### config.mk
export PLATFORM = sky130hd
export DESIGN_NAME = sc_char_codec
export DESIGN_NICKNAME = d
export VERILOG_FILES = /design/src/rtl/sc_char_codec.sv
export SDC_FILE = /design/constraint.sdc
export NUM_CORES = 1
export LEC_CHECK = 0
export CORE_MARGIN = 2
export CORE_UTILIZATION = 30
export DETAILED_ROUTE_END_ITERATION = 10
export PLACE_DENSITY = 0.57
export SYNTH_ARGS = -nofsm -noshare
export SYNTH_HDL_FRONTEND = slang
export SYNTH_SLANG_ARGS = --single-unit
### constraint.sdc
create_clock -name clk -period 3.35 [get_ports clk]
set_input_delay 0.5025 -clock clk [delete_from_list [all_inputs] [get_ports clk]]
set_output_delay 0.5025 -clock clk [all_outputs]
set_load 0.05 [all_outputs]
### src/rtl/sc_char_codec.sv
module sc_char_codec (
  input  logic       clk,
  input  logic       rst_n,
  input  logic       tick,
  input  logic       msb_first,
  input  logic       invert_data,
  input  logic       parity_odd,
  input  logic       tx_valid,
  input  logic [7:0] tx_data,
  output logic       tx_ready,
  output logic       tx_busy,
  output logic       tx_line,
  input  logic       rx_line,
  output logic       rx_valid,
  output logic [7:0] rx_data,
  output logic       rx_parity_err
);
  localparam int FRAME_W = 10;
  localparam int LAST_TX = FRAME_W - 1;
  localparam int LAST_RX = FRAME_W - 2;

  function automatic logic [7:0] rev8(input logic [7:0] v);
    logic [7:0] r;
    for (int i = 0; i < 8; i++) r[i] = v[7-i];
    return r;
  endfunction

  logic [7:0]         tx_ord, tx_ldata;
  logic               tx_par;
  logic [FRAME_W-1:0] tx_sr;
  logic [3:0]         tx_cnt;

  assign tx_ord   = msb_first ? rev8(tx_data) : tx_data;
  assign tx_ldata = tx_ord ^ {8{invert_data}};
  assign tx_par   = (^tx_ldata) ^ parity_odd;
  assign tx_ready = !tx_busy;
  assign tx_line  = tx_busy ? tx_sr[0] : 1'b1;

  always_ff @(posedge clk or negedge rst_n) begin
    if (!rst_n) begin
      tx_sr   <= '1;
      tx_cnt  <= '0;
      tx_busy <= 1'b0;
    end else if (!tx_busy) begin
      if (tx_valid) begin
        tx_sr   <= {tx_par, tx_ldata, 1'b0};
        tx_cnt  <= '0;
        tx_busy <= 1'b1;
      end
    end else if (tick) begin
      tx_sr <= {1'b1, tx_sr[FRAME_W-1:1]};
      if (tx_cnt == 4'(LAST_TX)) begin
        tx_busy <= 1'b0;
        tx_cnt  <= '0;
      end else begin
        tx_cnt <= tx_cnt + 4'd1;
      end
    end
  end

  typedef enum logic [1:0] {RX_IDLE, RX_ARMED, RX_BITS} rx_state_t;
  rx_state_t  rx_st;
  logic       rx_prev;
  logic [3:0] rx_cnt;
  logic [7:0] rx_sr;

  always_ff @(posedge clk or negedge rst_n) begin
    if (!rst_n) begin
      rx_st         <= RX_IDLE;
      rx_prev       <= 1'b1;
      rx_cnt        <= '0;
      rx_sr         <= '0;
      rx_valid      <= 1'b0;
      rx_data       <= '0;
      rx_parity_err <= 1'b0;
    end else begin
      rx_prev       <= rx_line;
      rx_valid      <= 1'b0;
      rx_parity_err <= 1'b0;
      case (rx_st)
        RX_IDLE:  if (rx_prev && !rx_line) rx_st <= RX_ARMED;
        RX_ARMED: if (tick) begin
          rx_cnt <= '0;
          rx_st  <= rx_line ? RX_IDLE : RX_BITS;
        end
        RX_BITS:  if (tick) begin
          if (rx_cnt == 4'(LAST_RX)) begin
            rx_valid      <= 1'b1;
            rx_data       <= (msb_first ? rev8(rx_sr) : rx_sr) ^ {8{invert_data}};
            rx_parity_err <= ((^rx_sr) ^ rx_line) != parity_odd;
            rx_st         <= RX_IDLE;
          end else begin
            rx_sr  <= {rx_line, rx_sr[7:1]};
            rx_cnt <= rx_cnt + 4'd1;
          end
        end
        default:  rx_st <= RX_IDLE;
      endcase
    end
  end
endmodule

Word level (Yosys, flattened, before mapping)
Cells that the tools add are included.

Register bits after elaboration: 40. Latch bits: 0. RAM bits: 0. Memories kept: 0. Output and inout port bits: 13. Memory bits (read-only): 0.

Reductions and logical operators: 13. Order comparisons: 0. Shift operators: 0. Add/sub/neg operators: 2. Multiply operators: 0. Bitwise logic cells: 5. Muxes and demuxes: 30. Equal/unequal tests: 11. Div/mod/pow operators: 0.

Operators with widths (count): $mux 10 (3); $mux 4 (7); $mux 8 (2); $reduce_xor 8->1 (2); $xor 8x8->8 (2); $ne 2x2->1 const B (6); $mux 1 (11); $mux 2 (5); $add 4x1->4 const B (2); $eq 4x4->1 const B (2); $pmux 4 s2 (1); $reduce_and 4->1 (2); $pmux 2 s3 (1); $reduce_and 3->1 (2); $reduce_bool 2->1 (2); $eq 2x1->1 const B (1); $eq 2x2->1 const B (1); $logic_not 1->1 (2); $logic_not 2->1 (1); $reduce_and 2->1 (1); $xor 1x1->1 (2); $logic_and 1x1->1 (1); $ne 1x1->1 (1); $not 1->1 (1).

Logic depth before layout (Yosys ltp)
Depth in word-level cells: 6. Mapped depth: 7. Depth with buffers taken out: 6.

Worst setup path before layout
No wires, ideal clock.

Path kind: reg-to-reg. Start: register tx_busy. End: register tx_sr[9]. Arrival: 1.757 ns. Cell stages (with the launch flop): 5. Path slack: 1.492 ns. Clock period less this slack: 1.858 ns. Setup time: 0.101 ns. Cell sequence: dfrtp_1 clkbuf_1 clkinv_1 o31ai_1 a31oi_1.

Cells in the longest elaborated chain, start to end: 2. Elaborated cells on any way between the ends: 4. Those cells by class: 1 x eq/ne; 1 x mux; 2 x reduce/logical.

RTL lines: from (decl) (RTL line 11) `output logic tx_busy,`; from (signal assigned) (RTL line 43) `tx_busy <= 1'b0;`; from (signal assigned) (RTL line 48) `tx_busy <= 1'b1;`; from (signal assigned) (RTL line 53) `tx_busy <= 1'b0;`; $ne 2x2->1 (no source line) or $reduce_bool 2->1 (tied branches); $reduce_and 2->1 (no source line); to (signal assigned) (RTL line 46) `tx_sr <= {tx_par, tx_ldata, 1'b0};`; to (signal assigned) (RTL line 51) `tx_sr <= {1'b1, tx_sr[FRAME_W-1:1]};`; to (decl) (RTL line 30) `logic [FRAME_W-1:0] tx_sr;`.

Parallel ways exist; a longest one is shown, timed or not. A chain may end at the register's enable or synchronous reset.

Final worst setup path
Start: register tx_busy. End: output tx_line.

Cells in the longest elaborated chain, start to end: 1.

RTL lines: $mux 1 (RTL line 37) `assign tx_line = tx_busy ? tx_sr[0] : 1'b1;`; to (decl) (RTL line 12) `output logic tx_line,`.

Every way passes these cells.

==> impl_metrics.yaml <==
floorplanning:
  dieArea_um2: 8680
  core_area_um2: 7730
  die_w_um: 93.2
  placementRows: 32
  initial_core_util: 0.309
  ios: 29
  die_h_um: 93.2
yosys:
  avgSynthCellArea_um2: 11.4
  synth-edff-count: 0
  ys_async_sr_fraction: 1.00
  synth_cells: 210
  yosysWarningCount: 0
  synth_seq_cells: 40
  syn_area_um2: 2380
  synth_fp_nets: 230
  netlist-cell-type-count: 39
  ys_seq_area_frac: 0.425
  ys.flop_type: "dfrtp_1"
global_route:
  antenna_found_initial: 0
  grt_pass1_wl_um: 7610
  grt_max_degree: 41
  grt_pass1_vias: 1606
  gr-total-overflow: 0
  grt_usage: 0.113
routing:
  num_vias: 1569
  dr.pass1.iters: 3
  dr_wl_met3_um: 166
  post_drt_wl_per_cell_um: 13.0
  drcViolationCount: 0
  ant_nets: 0
  met2_length_um: 1970
  drt_iter0_drc: 66
  viasPerCell: 4.61
  top_layer: "met4"
  drt-met1-wl_um: 2230
  routed_wl_um: 4430
layout:
  final_nets: 257
  fillers: 771
  syn2layout_area_growth_pct: 18.2
  diodes: 0
  drive_gt1_frac: 0.181
  fin_util: 0.365
sta:
  finalSetupViolations: 0
  hold_violations: 0
  finalWorstSetupSlack_ns: 1.08
  rsz0062_at_grt: "no"
  fin_crit_sh: 0.678
  worstMarginPinSlew_ns: 0.899
  fin_tns_setup_ns: 0
  relSlewSlack: 0.401
  drv_slew: 0
  timing.fmax_mhz: 441
  fin_crit_ns: 2.27
  fin_worst_skew_ns: 0.00516
setup_path:
  startpoint_type: "register"
  crit_type: "register to output port"
  setup.worst_path.end_class: "output port"
  worst_path_max_delay_cell: "clkdlybuf4s50_1"
  arrival_ns: 1.77
  crit_chain: "buf_4 -> nand2b_1 -> clkdlybuf4s50_1"
  cp_max_fo: 25
  crit_required_ns: 2.85
  r2r_slack_ns: 1.74
  slowest_delay_ns: 0.79
cts:
  cts_sinks: 40
  clkTransAtPathRegs_ns: 0.08
  htreeDepth: 2
  cts_tree: "built"
  cts-resized-gates: 0
  holdBufCountCts: 0
  cts_buffers: 5
  insertion_delay_ns: 0.29
  ctsLongestPathBuffers: 2
  root_buffer: "clkbuf_8"
  post_cts_buffers: 0
power_and_ir_drop:
  netSwitchingFraction: 0.341
  pwr-share-clk: 0.192
  p_int_w: 0.00116
  p_leak_nw: 1.19
  powerDensity_nw_per_um2: 623
  seq_power_share: 0.439
  vdd_drop_max_uv: 240
  switchingPower_w: 0.000599
  power.total_w: 0.00176
  p_comb_frac: 0.369
job:
  maxCapViolations: 0
status:
  outcome: "complete, no violations"
place:
  preCtsSetupSlack_ns: 1.12
  port_buffers: 28
  gp_congestion: 0.708
  dp_hpwl_um: 3110
worst_hold_path:
  hold_path.class: "input port to asynchronous set/reset pin"
==> final cells by class <==
cell class,count,area (µm²),share of cell area
well taps,102,128,0.0453
flip-flops and latches,40,1010,0.360
multi-input cells,153,1260,0.448
repair buffers,32,305,0.108
clock buffers,8,90.1,0.0320
inverters,5,18.8,0.00666
==> stage by stage <==
stage                     hold slack [ns]  cells  area [µm²]
after global placement              0.488    332        2730
after CTS                           0.369    340        2820
final                               0.339    340        2820
after floorplan                     0.207    210        2380
after global routing                0.419    340        2820
after detailed placement            0.486    332        2730
==> worst max-delay path, delay by kind of cell (launching register included) <==
kind          cells  cell delay [ns]
buf+inv           2             1.00
flops             1             0.38
simple gates      1             0.09
==> layer usage <==
layer | vias up | GRT usage
met1 | 754 | 0.149
met3 | 5 | 0.0274
met4 | 0 | 0.0441
li1 | 785 | -
met5 | - | 0
met2 | 25 | 0.179
==> cell usage in the layout, fill, tap and decap left out, types with 6 or more instances in the layout <==
| cell | netlist | final |
|---|---|---|
| o21ai_0 | 6 | 6 |
| mux2_4 | 6 | 6 |
| a211oi_1 | 8 | 8 |
| clkbuf_8 | 0 | 6 |
| clkdlybuf4s50_1 | 0 | 27 |
| xnor2_1 | 26 | 26 |
| a21oi_1 | 10 | 10 |
| nand2_1 | 8 | 8 |
| nor2_1 | 8 | 8 |
| mux2i_1 | 25 | 25 |
| nor2b_1 | 9 | 9 |
| dfrtp_1 | 29 | 29 |
| dfstp_2 | 11 | 11 |
| mux2_2 | 10 | 10 |
==> power by group through the flow <==
| stage | Combinational, W | Sequential (W) | Clock [W] |
|---|---|---|---|
| final | 0.000648 | 0.000771 | 0.000338 |
| after global routing | 0.000726 | 0.000794 | 0.000370 |
| after CTS | 0.000659 | 0.000773 | 0.000351 |
| after detailed placement | 0.000656 | 0.000781 | 0 |
| after global placement | 0.000647 | 0.000777 | 0 |
| after floorplan | 0.000541 | 0.000749 | 0 |
==> flip-flops by register name, summed over array words and instances, names as in the netlist <==
signal / cells
tx_busy: 1
tx_sr: 10
rx_sr: 8
rx_valid: 1
rx_prev: 1
rx_data: 8
tx_cnt: 4
rx_parity_err: 1
rx_st: 2
rx_cnt: 4
==> cells by family after synthesis <==
group | synth area share
AO/OA/AOI/OAI | 0.0887
multiplexers | 0.190
buffers and inverters | 0.0451
flip-flops | 0.426
AND/OR/NAND/NOR | 0.0971
adder cells (fa/ha/maj) | 0.0210
XOR/XNOR | 0.133
==> Yosys cell counts (5+ instances only) <==
master | n | area share
o21ai_0 | 6 | 0.013
xor2_1 | 5 | 0.018
dfstp_2 | 11 | 0.12
nor2_1 | 8 | 0.013
nor2b_1 | 9 | 0.024
a21oi_1 | 10 | 0.021
nand2_1 | 8 | 0.013
mux2_4 | 6 | 0.038
dfrtp_1 | 29 | 0.30
mux2i_1 | 25 | 0.10
xnor2_1 | 26 | 0.095
a211oi_1 | 8 | 0.025
mux2_2 | 10 | 0.047
==> final timing paths <==
check | startpoint | endpoint | cells past startpoint
max | tx_busy | tx_line | 3
max in group asynchronous | rst_n | rx_parity_err | 1
min reg2reg | tx_cnt[2] | tx_cnt[2] | 1
min in group clk | tx_cnt[2] | tx_cnt[2] | 1
min | rst_n | rx_data[0] | 1
max reg2reg | rx_cnt[0] | rx_data[2] | 5
Power figures use the tool's default switching activity.
